**config.mk**
```make
export PLATFORM = sky130hd
export DESIGN_NAME = iocell_top
export DESIGN_NICKNAME = d
export VERILOG_FILES = /design/src/rtl/iocell_pkg.sv /design/src/rtl/iocell_pick.sv /design/src/rtl/iocell_ctrl.sv /design/src/rtl/iocell_lane.sv /design/src/rtl/iocell_datapath.sv /design/src/rtl/iocell_top.sv
export SDC_FILE = /design/constraint.sdc
export NUM_CORES = 1
export LEC_CHECK = 0
export ABC_AREA = 1
export BUFFER_PORTS_ARGS = -buffer_cell sky130_fd_sc_hd__buf_4
export CAP_MARGIN = 20
export CELL_PAD_IN_SITES_DETAIL_PLACEMENT = 1
export CELL_PAD_IN_SITES_GLOBAL_PLACEMENT = 2
export CORE_MARGIN = 3
export CORE_UTILIZATION = 26
export CTS_BUF_LIST = sky130_fd_sc_hd__clkbuf_16
export CTS_CLUSTER_DIAMETER = 60
export CTS_CLUSTER_SIZE = 24
export DETAILED_ROUTE_END_ITERATION = 12
export GPL_TIMING_DRIVEN = 0
export PLACE_DENSITY_LB_ADDON = 0.1
export SLEW_MARGIN = 20
export SYNTH_ARGS = -nofsm -noshare
export SYNTH_HDL_FRONTEND = slang
export SYNTH_SLANG_ARGS = --single-unit
```
**constraint.sdc**
```tcl
create_clock -name clk -period 1.75 [get_ports clk]
set_input_delay 0.35 -clock clk [delete_from_list [all_inputs] [get_ports clk]]
set_output_delay 0.35 -clock clk [all_outputs]
set_load 0.01 [all_outputs]
```
**src/rtl/iocell_pkg.sv**
```systemverilog
package iocell_pkg;

  typedef enum logic [1:0] {
    DIR_OFF   = 2'b00,
    DIR_IN    = 2'b01,
    DIR_OUT   = 2'b10,
    DIR_BIDIR = 2'b11
  } dir_e;

  typedef enum logic [1:0] {
    MODE_FLOW    = 2'b00,
    MODE_CLOCKED = 2'b01,
    MODE_LATCHED = 2'b10,
    MODE_RSVD    = 2'b11
  } mode_e;

  // Strobes from the control unit to the datapath
  typedef struct packed {
    logic loadEn;      // write storage this cycle
    logic passLive;    // present the live input rather than the stored value
    logic inPath;      // direction allows the inbound lane
    logic outPath;     // direction allows the outbound lane
    logic inPass;      // inbound lane and input enable both active
    logic outDrive;    // pin driver enabled
    logic modeClocked; // registered mode decoded
  } strobe_t;

  localparam int LANE_IN  = 0;
  localparam int LANE_OUT = 1;
  localparam int NUM_LANES = 2;

endpackage

```
**src/rtl/iocell_pick.sv**
```systemverilog
module iocell_pick #(
  parameter int N     = 4,
  parameter int SEL_W = (N > 1) ? $clog2(N) : 1
) (
  input  logic [N-1:0]     lines,
  input  logic [SEL_W-1:0] sel,
  output logic             hit
);
  always_comb begin
    hit = 1'b0;
    for (int i = 0; i < N; i++) begin
      if (sel == SEL_W'(i)) hit = lines[i];
    end
  end
endmodule

```
**src/rtl/iocell_ctrl.sv**
```systemverilog
module iocell_ctrl
  import iocell_pkg::*;
#(
  parameter int NUM_CLK = 2,
  parameter int NUM_EN  = 4,
  parameter int NUM_OE  = 4,
  localparam int CLK_SEL_W = (NUM_CLK > 1) ? $clog2(NUM_CLK) : 1,
  localparam int EN_SEL_W  = (NUM_EN  > 1) ? $clog2(NUM_EN)  : 1,
  localparam int OE_SEL_W  = (NUM_OE  > 1) ? $clog2(NUM_OE)  : 1,
  localparam int CFG_W     = 4 + CLK_SEL_W + 2 * EN_SEL_W + OE_SEL_W
) (
  input  logic               clk,
  input  logic               rstN,
  input  logic               cfgWe,
  input  logic [CFG_W-1:0]   cfgData,
  input  logic [NUM_CLK-1:0] clkPool,
  input  logic [NUM_EN-1:0]  enPool,
  input  logic [NUM_OE-1:0]  oePool,
  output strobe_t            stb
);
  localparam int CLK_LO = 4;
  localparam int CE_LO  = CLK_LO + CLK_SEL_W;
  localparam int IE_LO  = CE_LO + EN_SEL_W;
  localparam int OE_LO  = IE_LO + EN_SEL_W;

  logic [CFG_W-1:0]   cfgQ;
  logic [NUM_CLK-1:0] clkPrev;

  dir_e                 dirQ;
  mode_e                modeQ;
  logic [CLK_SEL_W-1:0] clkSel;
  logic [EN_SEL_W-1:0]  ceSel;
  logic [EN_SEL_W-1:0]  ieSel;
  logic [OE_SEL_W-1:0]  oeSel;

  logic selClk, selClkPrev, ceLine, ieLine, oeLine, clkRise;

  always_ff @(posedge clk) begin
    if (!rstN) begin
      cfgQ    <= '0;
      clkPrev <= '0;
    end else begin
      if (cfgWe) cfgQ <= cfgData;
      clkPrev <= clkPool;
    end
  end

  assign dirQ   = dir_e'(cfgQ[1:0]);
  assign modeQ  = mode_e'(cfgQ[3:2]);
  assign clkSel = cfgQ[CE_LO-1:CLK_LO];
  assign ceSel  = cfgQ[IE_LO-1:CE_LO];
  assign ieSel  = cfgQ[OE_LO-1:IE_LO];
  assign oeSel  = cfgQ[CFG_W-1:OE_LO];

  iocell_pick #(.N(NUM_CLK)) uPickClk  (.lines(clkPool), .sel(clkSel), .hit(selClk));
  iocell_pick #(.N(NUM_CLK)) uPickPrev (.lines(clkPrev), .sel(clkSel), .hit(selClkPrev));
  iocell_pick #(.N(NUM_EN))  uPickCe   (.lines(enPool),  .sel(ceSel),  .hit(ceLine));
  iocell_pick #(.N(NUM_EN))  uPickIe   (.lines(enPool),  .sel(ieSel),  .hit(ieLine));
  iocell_pick #(.N(NUM_OE))  uPickOe   (.lines(oePool),  .sel(oeSel),  .hit(oeLine));

  assign clkRise = selClk & ~selClkPrev;

  always_comb begin
    stb = '0;
    unique case (modeQ)
      MODE_CLOCKED: begin
        stb.loadEn      = clkRise & ceLine;
        stb.passLive    = 1'b0;
        stb.modeClocked = 1'b1;
      end
      MODE_LATCHED: begin
        stb.loadEn   = ceLine;
        stb.passLive = ceLine;
      end
      default: begin // pass-through and the reserved code
        stb.loadEn   = 1'b0;
        stb.passLive = 1'b1;
      end
    endcase
    stb.inPath   = (dirQ == DIR_IN)  || (dirQ == DIR_BIDIR);
    stb.outPath  = (dirQ == DIR_OUT) || (dirQ == DIR_BIDIR);
    stb.inPass   = stb.inPath & ieLine;
    stb.outDrive = stb.outPath & oeLine;
  end

  // a strobed word is in force at the next edge
  a_r2_cfg_load: assert property (@(posedge clk) disable iff (!rstN)
    cfgWe |=> (cfgQ == $past(cfgData)));

  // one pool-clock rise gives at most one registered capture
  a_r6_single_capture: assert property (@(posedge clk) disable iff (!rstN)
    (stb.modeClocked && stb.loadEn && !cfgWe) |=> !stb.loadEn);

endmodule

```
**src/rtl/iocell_lane.sv**
```systemverilog
module iocell_lane #(
  parameter int DATA_W = 1
) (
  input  logic              clk,
  input  logic              rstN,
  input  logic              loadEn,
  input  logic              passLive,
  input  logic [DATA_W-1:0] d,
  output logic [DATA_W-1:0] q
);
  logic [DATA_W-1:0] stored;

  always_ff @(posedge clk) begin
    if (!rstN)       stored <= '0;
    else if (loadEn) stored <= d;
  end

  assign q = passLive ? d : stored;

  // an open window leaves the last live value in storage
  a_r8_store_follows: assert property (@(posedge clk) disable iff (!rstN)
    loadEn |=> (stored == $past(d)));

endmodule

```
**src/rtl/iocell_datapath.sv**
```systemverilog
module iocell_datapath
  import iocell_pkg::*;
#(
  parameter int DATA_W = 1
) (
  input  logic              clk,
  input  logic              rstN,
  input  strobe_t           stb,
  input  logic [DATA_W-1:0] pinIn,
  input  logic [DATA_W-1:0] xbarIn,
  output logic [DATA_W-1:0] pinOut,
  output logic              pinOe,
  output logic [DATA_W-1:0] xbarOut
);
  logic [DATA_W-1:0] laneD [NUM_LANES];
  logic [DATA_W-1:0] laneQ [NUM_LANES];

  assign laneD[LANE_IN]  = pinIn;
  assign laneD[LANE_OUT] = xbarIn;

  for (genvar g = 0; g < NUM_LANES; g++) begin : gLane
    iocell_lane #(.DATA_W(DATA_W)) uLane (
      .clk     (clk),
      .rstN    (rstN),
      .loadEn  (stb.loadEn),
      .passLive(stb.passLive),
      .d       (laneD[g]),
      .q       (laneQ[g])
    );
  end

  assign xbarOut = stb.inPass  ? laneQ[LANE_IN]  : '0;
  assign pinOut  = stb.outPath ? laneQ[LANE_OUT] : '0;
  assign pinOe   = stb.outDrive;

endmodule

```
**src/rtl/iocell_top.sv**
```systemverilog
module iocell_top
  import iocell_pkg::*;
#(
  parameter int DATA_W  = 1,
  parameter int NUM_CLK = 2,
  parameter int NUM_EN  = 4,
  parameter int NUM_OE  = 4,
  localparam int CLK_SEL_W = (NUM_CLK > 1) ? $clog2(NUM_CLK) : 1,
  localparam int EN_SEL_W  = (NUM_EN  > 1) ? $clog2(NUM_EN)  : 1,
  localparam int OE_SEL_W  = (NUM_OE  > 1) ? $clog2(NUM_OE)  : 1,
  localparam int CFG_W     = 4 + CLK_SEL_W + 2 * EN_SEL_W + OE_SEL_W
) (
  input  logic               clk,
  input  logic               rstN,
  input  logic               cfgWe,
  input  logic [CFG_W-1:0]   cfgData,
  input  logic [NUM_CLK-1:0] clkPool,
  input  logic [NUM_EN-1:0]  enPool,
  input  logic [NUM_OE-1:0]  oePool,
  input  logic [DATA_W-1:0]  pinIn,
  input  logic [DATA_W-1:0]  xbarIn,
  output logic [DATA_W-1:0]  pinOut,
  output logic               pinOe,
  output logic [DATA_W-1:0]  xbarOut
);
  strobe_t stb;

  iocell_ctrl #(.NUM_CLK(NUM_CLK), .NUM_EN(NUM_EN), .NUM_OE(NUM_OE)) uCtrl (
    .clk(clk), .rstN(rstN), .cfgWe(cfgWe), .cfgData(cfgData),
    .clkPool(clkPool), .enPool(enPool), .oePool(oePool), .stb(stb)
  );

  iocell_datapath #(.DATA_W(DATA_W)) uData (
    .clk(clk), .rstN(rstN), .stb(stb), .pinIn(pinIn), .xbarIn(xbarIn),
    .pinOut(pinOut), .pinOe(pinOe), .xbarOut(xbarOut)
  );

  // no drive toward the pin without an outbound direction
  a_r3_no_drive: assert property (@(posedge clk) disable iff (!rstN)
    !stb.outPath |-> (!pinOe && pinOut == '0));

  // input enable low silences the crossbar side
  a_r9_ie_gate: assert property (@(posedge clk) disable iff (!rstN)
    !stb.inPass |-> (xbarOut == '0));

  // an open live path shows the pin value on the crossbar side
  a_r5_live_path: assert property (@(posedge clk) disable iff (!rstN)
    (stb.passLive && stb.inPass) |-> (xbarOut == pinIn));

  // no capture strobe in registered mode means the pin data holds
  a_r6_hold: assert property (@(posedge clk) disable iff (!rstN)
    (stb.modeClocked && !stb.loadEn && !cfgWe && stb.outPath) |=> $stable(pinOut));

endmodule

```
==> flow_summary.rst, run 1 <==
.. list-table::
   :header-rows: 1

   * - Metric
     - Value
   * - Result of the run
     - finished clean
   * - Routed Wire Length
     - between 2 and 2.5 mm
   * - GR Overflow Total
     - 0
   * - Xor-xnor portion of the synthesized cell area
     - 0%
   * - Vias per Instance
     - around 4.6
   * - DP HPWL
     - between 1.5 and 2 mm
   * - Type of the worst min-delay path
     - in2reg
   * - CTS Root Buffer Type
     - sky130_fd_sc_hd__clkbuf_16
   * - Transition at the pin with the smallest max-transition slack
     - 0.189 ns
   * - Post-Syn Area
     - roughly 750 um2
   * - CTS tree
     - built
   * - CP Max Fanout
     - 3
   * - Critical path launch point type
     - flip-flop
   * - Number of buffer cells added on primary ports
     - 28
   * - Area of the core
     - 2610 um2
   * - Area enclosed by the die boundary
     - 3550 um2
   * - Starting density of the core
     - 28.6%
   * - Cell taking the most area after synthesis
     - sky130_fd_sc_hd__dfxtp_1
   * - Fin. max-slew vios
     - 0
   * - Cell family with the largest share of critical-path delay
     - flip-flops
   * - Clock sink count
     - 15
   * - Largest family of logic cells by synthesized area
     - simple AND/OR/NAND/NOR gates
   * - Period Utilization, post-route
     - roughly 97%
   * - Area share of fa/ha/maj cells after synthesis
     - between 3 and 4%
   * - Max_slew headroom
     - a little under 90%
   * - Simple-gate share of the synthesized area
     - between 20% and 30%
   * - Max Freq
     - ~600 MHz
   * - Cell chain of the critical path
     - inv_2 -> ha_4 -> inv_4 -> nand2_4 -> nand2_2 -> a21oi_2 -> buf_4
   * - First-pass detailed-route iteration total
     - 2
   * - Clock Path Buffers
     - 2
   * - Standard-cell rows
     - 18
   * - Nets
     - approximately 170
   * - Via count of the first global-routing pass
     - ~800
   * - Slowest cell on crit path
     - sky130_fd_sc_hd__dfxtp_2
   * - Pwr/cell area
     - 907 nW/um2
   * - Placed cell area
     - about 990 um2
   * - Syn Area/Cell
     - a little over 7 um2
   * - Count of unresolved DRC violations after routing
     - 0
   * - H-tree Lvls
     - 1
   * - Sort of element at the end of the critical path
     - output port
   * - Most area-consuming cells after synthesis
     - sky130_fd_sc_hd__dfxtp_1, sky130_fd_sc_hd__o21ai_0, sky130_fd_sc_hd__nor2_1, sky130_fd_sc_hd__inv_1, sky130_fd_sc_hd__a21oi_1
   * - Delay of the slowest cell on the worst path
     - about 0.33 ns
   * - Share of the yosys chip area belonging to registers
     - 40.2%
   * - Routability cong.
     - approximately 0.67
   * - Post-Syn Nets
     - around 130
   * - Number of different library cells in the post-synthesis netlist
     - 16
   * - Top-level I/O count
     - 29
   * - Unrepaired setup endpoints after global routing
     - yes
   * - Kind of critical path
     - reg2out
   * - Vias after detailed routing
     - between 700 and 800
   * - Most common library cell in the layout ignoring fill and taps
     - sky130_fd_sc_hd__buf_4
   * - Post-route setup TNS
     - 0 ns
   * - Yosys top cell area share
     - 40.2%
   * - Source-to-sink clock delay at the later pin of the worst-skew pair
     - about 0.25 ns
   * - Area grow syn2layout
     - 49.4%
   * - Final count of hold timing violations
     - 0
   * - Num CTS Buffers
     - 3
   * - Max-capacitance violation count
     - 0
   * - Fraction of the mapped netlist area in compound gates
     - 19.4%
   * - Number of nets with antenna violations after detailed routing
     - 0
   * - Worst ir drop on vdd
     - ~0.0006 V
   * - Count of mapped cells out of synthesis
     - between 100 and 150
   * - Final core area utilization
     - between 40% and 50%
   * - Average routed wire per standard cell
     - roughly 13 um
   * - Yosys warning count
     - 0
   * - Height of the die
     - 59.6 um
   * - Worst clock skew on the final layout
     - around 0.00097 ns
   * - Antenna diode count
     - 0
   * - Arrival @ worst endpoint
     - roughly 1.3 ns
   * - Horizontal die dimension
     - a little under 60 um
   * - Multiplexer fraction of the synthesized cell area
     - 0%
   * - Number of filler cells placed in the layout
     - around 340
   * - Clock transition at the registers of the reported paths
     - around 0.05 ns
   * - Leading cell types in the layout, fill and taps excluded
     - sky130_fd_sc_hd__buf_4, sky130_fd_sc_hd__nor2_1, sky130_fd_sc_hd__o21ai_0
   * - Setup violators final
     - 0
   * - Number of design-rule violations left by the first detailed-router iteration
     - 12
   * - Layout Cell Area excl Fill
     - between 1000 and 1500 um2
   * - First-pass GRT wire length
     - ~3.8 mm
   * - Req. time, crit path
     - approximately 1.4 ns
   * - Minimum period implied by the final worst setup slack
     - between 1.5 and 2 ns
   * - Yosys reg bits
     - 15
   * - CP Buf/Inv Count
     - 3
   * - GRT Resource Usage Total
     - 15.2%
   * - Initial antenna violation count
     - 0
   * - Share of layout cells above drive strength 1
     - roughly two fifths
   * - Leakage dissipation
     - between 0.5 and 0.6 nW
   * - Maximum number of pins on one net before global-route repair
     - 11
-- tightest hold or removal path, stage by stage --
cell and delay (ns):
sky130_fd_sc_hd__buf_4 0.08, sky130_fd_sc_hd__nand2_1 0.04, sky130_fd_sc_hd__inv_1 0.04
-- timing repair --
item,CTS,global route
pin swaps,0,4
setup buffers,0,1
gates resized for setup,2,10
endpoints found under the setup margin,2,2
hold buffers,0,0
-- registers in the layout, indices dropped and copies added (netlist names) --
signal / count
uCtrl.cfgQ: 11
uCtrl.clkPrev: 2
uData.gLane.uLane.stored: 2
-- path summary, 6_finish.rpt --
path / start / endpoint / slack, ns / cells after the start
max: uCtrl.cfgQ[2] / xbarOut / 0.06 / 7
min: clkPool[0] / uCtrl.clkPrev[0] / 0.29 / 3
max reg2reg: uCtrl.cfgQ[3] / uData.gLane[1].uLane.stored / 0.65 / 6
min reg2reg: uCtrl.cfgQ[4] / uCtrl.cfgQ[4] / 0.48 / 2
-- where the power goes --
group	internal (W)	switching (W)	total, W	leakage (nW)
Sequential	0.000366	0.0000157	0.000382	0.125
Clock	0.000303	0.000145	0.000448	0.0423
Combinational	0.0000906	0.0000917	0.000182	0.363
Total	0.000760	0.000253	0.00101	0.530
-- synthesized netlist by cell type --
library cell,instances
sky130_fd_sc_hd__nor2_4,1
sky130_fd_sc_hd__o21ai_0,16
sky130_fd_sc_hd__a21boi_0,1
sky130_fd_sc_hd__nand3_2,3
sky130_fd_sc_hd__buf_2,1
sky130_fd_sc_hd__a21oi_1,10
sky130_fd_sc_hd__inv_1,14
sky130_fd_sc_hd__nand2_2,4
sky130_fd_sc_hd__nand3_1,5
sky130_fd_sc_hd__dfxtp_1,15
sky130_fd_sc_hd__nor2_1,17
sky130_fd_sc_hd__ha_1,2
sky130_fd_sc_hd__nand2_1,13
sky130_fd_sc_hd__inv_2,2
sky130_fd_sc_hd__buf_4,1
sky130_fd_sc_hd__o21a_1,1
-- through the flow --
stage	total power, W	std cells	setup WS, ns	hold slack [ns]
after detailed placement	0.000550	164	0.197	0.486
final	0.00101	169	0.0594	0.289
after floorplan	0.000472	106	0.315	0.443
after CTS	0.00101	168	0.00169	0.292
after global placement	0.000545	164	0.206	0.470
after global routing	0.00108	169	-0.0423	0.307
-- logic make-up (layout without fill, tap and decap cells) --
group           after synthesis  after routing
simple gates                 43             43
compound gates               28             28
buf+inv                      18             51
flops                        15             15
fa+ha+maj                     2              2
-- final cells by class --
cell class / count / area [um2] / area share (%)
Buffer: 2 / 12.5 / 1.12
Clock buffer: 3 / 75.1 / 6.73
Clock inverter: 1 / 3.75 / 0.336
Inverter: 16 / 62.6 / 5.61
Multi-Input combinational cell: 73 / 403 / 36.1
Sequential cell: 15 / 304 / 27.2
Tap cell: 30 / 37.5 / 3.36
Timing Repair Buffer: 29 / 218 / 19.5
-- layer usage --
metal | track usage [%] | part of all wire, %
met5 | 0 | 0
met4 | 7.59 | 1.8
met3 | 4.58 | 4.2
met2 | 26.7 | 53
met1 | 16.2 | 41
Power figures use the tool's default switching activity.
==> run 2, diff against run 1 <==
Settings changed: CORE_ASPECT_RATIO set to 2, RECOVER_POWER set to 25.
==> run 2 against run 1 <==
Critical path depth stayed put. Wire length is 7.5% lower. Core utilization is 0.70 points lower. Count of clock-buffer cells in the layout stayed put. Sequential share of layout area is 0.10 points higher. Power is 2.2% lower. Cell count is 0.59% lower. Critical path type unchanged.
==> flow_summary.rst, run 2 (same netlist as run 1, synthesis figures left out) <==
.. list-table::
   :header-rows: 1

   * - Metric
     - Value
   * - Standard-cell rows
     - 26
   * - Clock Path Buffers
     - 2
   * - Fin. max-slew vios
     - 0
   * - DP HPWL
     - around 1.7 mm
   * - Critical path launch point type
     - flip-flop
   * - Layout Cell Area excl Fill
     - roughly 1100 um2
   * - GRT Max-Usage Layer
     - met2
   * - Most common library cell in the layout ignoring fill and taps
     - sky130_fd_sc_hd__buf_4
   * - Routability cong.
     - between 0.6 and 0.7
   * - Horizontal die dimension
     - roughly 44 um
   * - Max-capacitance violation count
     - 0
   * - GR Layer Usage met2
     - about a quarter
   * - Fraction of met1 tracks used by global routing
     - between 10% and 20%
   * - First-pass detailed-route iteration total
     - 3
   * - Flip-flop count of the largest register after layout
     - 11
   * - Top-level I/O count
     - 29
   * - CP Max Fanout
     - 3
   * - Multi-input gate area in the final layout
     - a little under 400 um2
   * - Result of the run
     - finished clean
   * - Average routed wire per standard cell
     - about 12 um
   * - Source-to-sink clock delay at the later pin of the worst-skew pair
     - 0.24 ns
   * - Number of buffer cells added on primary ports
     - 28
   * - Height of the die
     - about 82 um
   * - M3 GR Usage
     - under 10%
   * - Vias per Instance
     - about 4.7
   * - Leakage dissipation
     - ~0.53 nW
   * - Clock sink count
     - 15
   * - Pwr/cell area
     - approximately 890 nW/um2
   * - Share of layout cells above drive strength 1
     - around 36%
   * - CTS Root Buffer Type
     - sky130_fd_sc_hd__clkbuf_16
   * - Sum of internal, switching and leakage power
     - a little under 0.001 W
   * - FF/Latch Area
     - 303 um2
   * - Post-route setup TNS
     - 0 ns
   * - Sort of element at the end of the critical path
     - output port
   * - Least setup slack across all paths after layout
     - ~0.11 ns
   * - GRT Resource Usage Total
     - 13.2%
   * - First-pass GRT wire length
     - around 3.6 mm
   * - Largest register by flop count
     - uCtrl.cfgQ
   * - Clock transition at the registers of the reported paths
     - roughly 0.050 ns
   * - Kind of critical path
     - reg2out
   * - Area of the core
     - ~2600 um2
   * - Number of design-rule violations left by the first detailed-router iteration
     - 7
   * - Worst-case setup slack after placement
     - 0.165 ns
   * - Max Freq
     - ~600 MHz
   * - Number of nets with antenna violations after detailed routing
     - 0
   * - H-tree Lvls
     - 1
   * - Arrival @ worst endpoint
     - ~1.3 ns
   * - Biggest registers after layout
     - uCtrl.cfgQ (11), uCtrl.clkPrev (2), uData.gLane.uLane.stored (2)
   * - Starting density of the core
     - between 20 and 30%
   * - Antenna diode count
     - 0
   * - Transition at the pin with the smallest max-transition slack
     - between 0.4 and 0.5 ns
   * - Area enclosed by the die boundary
     - between 3000 and 4000 um2
   * - Initial antenna violation count
     - 0
   * - Number of filler cells placed in the layout
     - 334
   * - Count of unresolved DRC violations after routing
     - 0
   * - Area grow syn2layout
     - 48.2%
   * - Leading cell types in the layout, fill and taps excluded
     - sky130_fd_sc_hd__buf_4, sky130_fd_sc_hd__nor2_1, sky130_fd_sc_hd__o21ai_0
   * - Worst clock skew on the final layout
     - roughly 0.0039 ns
   * - GR Overflow Total
     - 0
   * - Num CTS Buffers
     - 3
   * - Nets
     - around 170
   * - Placed cell area
     - a little under 1000 um2
   * - Period Utilization, post-route
     - between 90% and 100%
   * - Type of the worst min-delay path
     - in2reg
   * - Max_slew headroom
     - between 70 and 80%
   * - Setup violators final
     - 0
   * - CTS tree
     - built
   * - Via count of the first global-routing pass
     - 860
   * - Maximum number of pins on one net before global-route repair
     - 11
   * - Final count of hold timing violations
     - 0
   * - Final core area utilization
     - a little over two fifths
   * - Req. time, crit path
     - 1.40 ns
   * - Vias after detailed routing
     - about 790
   * - Minimum period implied by the final worst setup slack
     - around 1.6 ns
   * - Worst ir drop on vdd
     - between 0.0006 and 0.0007 V
   * - Routed Wire Length
     - around 2.0 mm
==> run 2: per-layer routing <==
layer	vias up	routed length, um
met1	368	753
met5	-	0
met3	2	80
li1	407	-
met4	0	36
met2	16	1180
==> run 2: critical path, cell delays in order, from the launching register on <==
cell and delay [ns]:
sky130_fd_sc_hd__dfxtp_2 0.34, sky130_fd_sc_hd__inv_2 0.05, sky130_fd_sc_hd__ha_4 0.28, sky130_fd_sc_hd__inv_4 0.04, sky130_fd_sc_hd__nand2_4 0.06, sky130_fd_sc_hd__nand2_1 0.06
sky130_fd_sc_hd__a21oi_2 0.11, sky130_fd_sc_hd__buf_4 0.12
==> run 2: area by class of cell <==
cell class / instances / share of cell area, %
Buffer: 2 / 0.791
Clock buffer: 3 / 6.78
Clock inverter: 1 / 0.339
Inverter: 16 / 5.65
Multi-Input combinational cell: 73 / 35.9
Sequential cell: 15 / 27.3
Tap cell: 28 / 3.16
Timing Repair Buffer: 30 / 20.0
==> run 2: timing repair <==
| action | CTS | global route |
|---|---|---|
| resized for setup | 3 | 6 |
| hold buffers | 0 | 0 |
| pin swaps | 0 | 4 |
| buffers inserted | 0 | 2 |
| setup endpoints to repair | 2 | 2 |
==> run 2: stage by stage <==
stage / hold WS [ns] / instances
2_1_floorplan: 0.443 / 106
3_3_place_gp: 0.467 / 162
3_5_place_dp: 0.472 / 162
4_1_cts: 0.297 / 166
5_1_grt: 0.304 / 168
6_report: 0.299 / 168
==> run 2: final timing paths <==
kind / startpoint / end / slack [ns] / depth (start not counted)
setup / recovery: uCtrl.cfgQ[2] / xbarOut / 0.11 / 7
hold / removal: clkPool[0] / uCtrl.clkPrev[0] / 0.30 / 3
setup reg to reg: uCtrl.cfgQ[2] / uData.gLane[1].uLane.stored / 0.57 / 7
hold reg to reg: uCtrl.cfgQ[4] / uCtrl.cfgQ[4] / 0.48 / 2
==> run 2: power by group <==
part           switching (W)  total, W  internal (W)
registers          0.0000142  0.000380      0.000366
clock network       0.000128  0.000430      0.000302
logic              0.0000901  0.000180     0.0000896
total               0.000233  0.000990      0.000757
==> run 3, diff against run 2 <==
Settings changed: CORE_UTILIZATION 26 to 27, CTS_BUF_LIST sky130_fd_sc_hd__clkbuf_16 to sky130_fd_sc_hd__clkbuf_2 sky130_fd_sc_hd__clkbuf_4 sky130_fd_sc_hd__clkbuf_8.
==> run 3 against run 2 <==
Sequential share of layout area grew 1.4 points. Clock skew is essentially flat. Sequential power is essentially flat. Hold slack lost 0.0075 ns. Register-to-register slack gained 0.10 ns. Wire length shrank 1.1%. Count of clock-buffer cells in the layout grew 1. Die area shrank 3.3%. Highest routed layer unchanged.
==> flow_summary.rst, run 3 (same netlist as run 1, synthesis figures left out) <==
.. list-table::
   :header-rows: 1

   * - Metric
     - Value
   * - Result of the run
     - finished clean
   * - Worst ir drop on vdd
     - between 0.0004 and 0.0005 V
   * - Vias per Instance
     - approximately 4.7
   * - Cell family with the largest share of critical-path delay
     - flip-flops
   * - Largest register by flop count
     - uCtrl.cfgQ
   * - Cell chain of the critical path
     - inv_2 -> ha_4 -> inv_2 -> nand2_2 -> nand2_1 -> a21oi_2 -> buf_4
   * - Area enclosed by the die boundary
     - between 3000 and 4000 um2
   * - Slowest cell on crit path
     - sky130_fd_sc_hd__dfxtp_2
   * - Top-level I/O count
     - 29
   * - Arrival @ worst endpoint
     - ~1.3 ns
   * - Clock sink count
     - 15
   * - Critical path launch point type
     - flip-flop
   * - DP HPWL
     - about 1.7 mm
   * - Standard-cell rows
     - 26
   * - Routability cong.
     - just over 0.7
   * - Hold-fix buffers, CTS
     - 0
   * - Average routed wire per standard cell
     - 12.2 um
   * - Nets
     - ~170
   * - Req. time, crit path
     - ~1.4 ns
   * - Maximum number of pins on one net before global-route repair
     - 11
   * - Type of the worst min-delay path
     - in2reg
   * - Most common library cell in the layout ignoring fill and taps
     - sky130_fd_sc_hd__buf_4
   * - Pwr/cell area
     - about 800 nW/um2
   * - Vias after detailed routing
     - roughly 790
   * - Fin. max-slew vios
     - 0
   * - Final count of hold timing violations
     - 0
   * - Terminus of the critical flop-to-flop path
     - uData.gLane[1].uLane.stored
   * - Area grow syn2layout
     - 40.9%
   * - Number of cells on the worst reg-to-reg path
     - 6
   * - Via count of the first global-routing pass
     - slightly below 900
   * - Routed Wire Length
     - between 2 and 2.5 mm
   * - First-pass GRT wire length
     - between 3 and 4 mm
   * - Clock transition at the registers of the reported paths
     - about 0.06 ns
   * - Share of layout cells above drive strength 1
     - a little over a third
   * - WP depth
     - 7
   * - First-pass detailed-route iteration total
     - 3
   * - Source-to-sink clock delay at the later pin of the worst-skew pair
     - around 0.25 ns
   * - Number of design-rule violations left by the first detailed-router iteration
     - 2
   * - Worst clock skew on the final layout
     - approximately 0.004 ns
   * - Initial antenna violation count
     - 0
   * - CP Max Fanout
     - 3
   * - Kind of critical path
     - reg2out
   * - Leakage dissipation
     - around 0.5 nW
   * - Number of nets with antenna violations after detailed routing
     - 0
   * - Biggest registers after layout
     - uCtrl.cfgQ (11), uCtrl.clkPrev (2), uData.gLane.uLane.stored (2)
   * - Count of unresolved DRC violations after routing
     - 0
   * - Sort of element at the end of the critical path
     - output port
   * - Period Utilization, post-route
     - about 95%
   * - Num CTS Buffers
     - 3
   * - Max_slew headroom
     - between 70% and 80%
   * - Clock Path Buffers
     - 2
   * - Instance count along the most critical hold path
     - 3
   * - Horizontal die dimension
     - 43.2 um
   * - CTS tree
     - built
   * - Starting density of the core
     - roughly 29%
   * - Register-to-register setup slack
     - about 0.67 ns
   * - Minimum period implied by the final worst setup slack
     - between 1.5 and 2 ns
   * - Area of the core
     - 2600 um2
   * - Delay of the slowest cell on the worst path
     - 0.34 ns
   * - Transition at the pin with the smallest max-transition slack
     - 0.443 ns
   * - Unrepaired setup endpoints after global routing
     - no
   * - H-tree Lvls
     - 1
   * - Antenna diode count
     - 0
   * - Height of the die
     - between 80 and 90 um
   * - GR Overflow Total
     - 0
   * - Critical hold path startpoint
     - clkPool[1]
   * - Layout Cell Area excl Fill
     - between 1000 and 1500 um2
   * - Leading cell types in the layout, fill and taps excluded
     - sky130_fd_sc_hd__buf_4, sky130_fd_sc_hd__nor2_1, sky130_fd_sc_hd__o21ai_0
   * - Max-capacitance violation count
     - 0
   * - GRT Resource Usage Total
     - 13.4%
   * - CP Buf/Inv Count
     - 3
   * - Setup violators final
     - 0
   * - CTS Root Buffer Type
     - sky130_fd_sc_hd__clkbuf_8
   * - Cell with the most instances on the worst path
     - sky130_fd_sc_hd__inv_2
   * - FF-to-FF Start
     - uCtrl.cfgQ[3]
   * - Crit path from
     - uCtrl.cfgQ[2]
   * - Placed cell area
     - 992 um2
   * - Post-route setup TNS
     - 0 ns
   * - Max Freq
     - around 600 MHz
   * - Number of buffer cells added on primary ports
     - 28
   * - Hold Path Sink
     - uCtrl.clkPrev[1]
   * - Flip-flop count of the largest register after layout
     - 11
==> run 3: cell type report <==
| type | instances | area [um2] |
|---|---|---|
| fill | 360 | 1550 |
| multi-input combinational | 73 | 390 |
| sequential | 15 | 303 |
| timing repair buffer | 28 | 206 |
| inverter | 16 | 60.1 |
| clock buffer | 4 | 48.8 |
| tap | 28 | 35.0 |
| buffer | 2 | 8.76 |
==> run 3: how the worst max path moves through the flow <==
stage	endpoint	slack, ns
floorplan	pinOut	0.31
global placement	pinOut	0.21
detailed placement	pinOut	0.18
CTS	xbarOut	0.03
global route	xbarOut	0.005
finish	xbarOut	0.08
==> run 3: what timing repair did <==
action                                  CTS  global route
buffers inserted                          0             0
gates resized for setup                   3             3
cloned                                    0             0
pin swaps                                 0             0
endpoints found under the setup margin    2             2
endpoints found under the hold margin     0             0
==> run 3: metrics by stage <==
step / cells / util, % / hold slack [ns] / setup slack [ns] / total power (W)
global placement: 162 / 38.1 / 0.464 / 0.214 / 0.000546
global route: 166 / 40.4 / 0.295 / 0.00546 / 0.000902
detailed placement: 162 / 38.1 / 0.483 / 0.176 / 0.000552
CTS: 166 / 40.5 / 0.289 / 0.0284 / 0.000860
floorplan: 106 / - / 0.443 / 0.315 / 0.000472
finish: 166 / 40.4 / 0.292 / 0.0846 / 0.000842
==> run 3: power by group <==
part           switching (W)  internal [W]  total [W]  leakage [nW]
Combinational      0.0000836     0.0000826   0.000166         0.349
Sequential         0.0000145      0.000365   0.000380         0.125
Clock               0.000120      0.000177   0.000297        0.0262
Total               0.000218      0.000624   0.000842         0.500
==> run 3: per-layer routing <==
metal	wire [um]	part of all wire (%)	global-route usage, %
met5	0	0	0
met4	44	2.2	6.34
met3	85	4.2	2.02
met2	1160	57	26.6
met1	730	36	12.6
==> run 3: worst min-delay path, delay by kind of cell <==
family                 cells  cell delay, ns
AND/OR/NAND/NOR            1            0.04
buffers and inverters      2            0.12
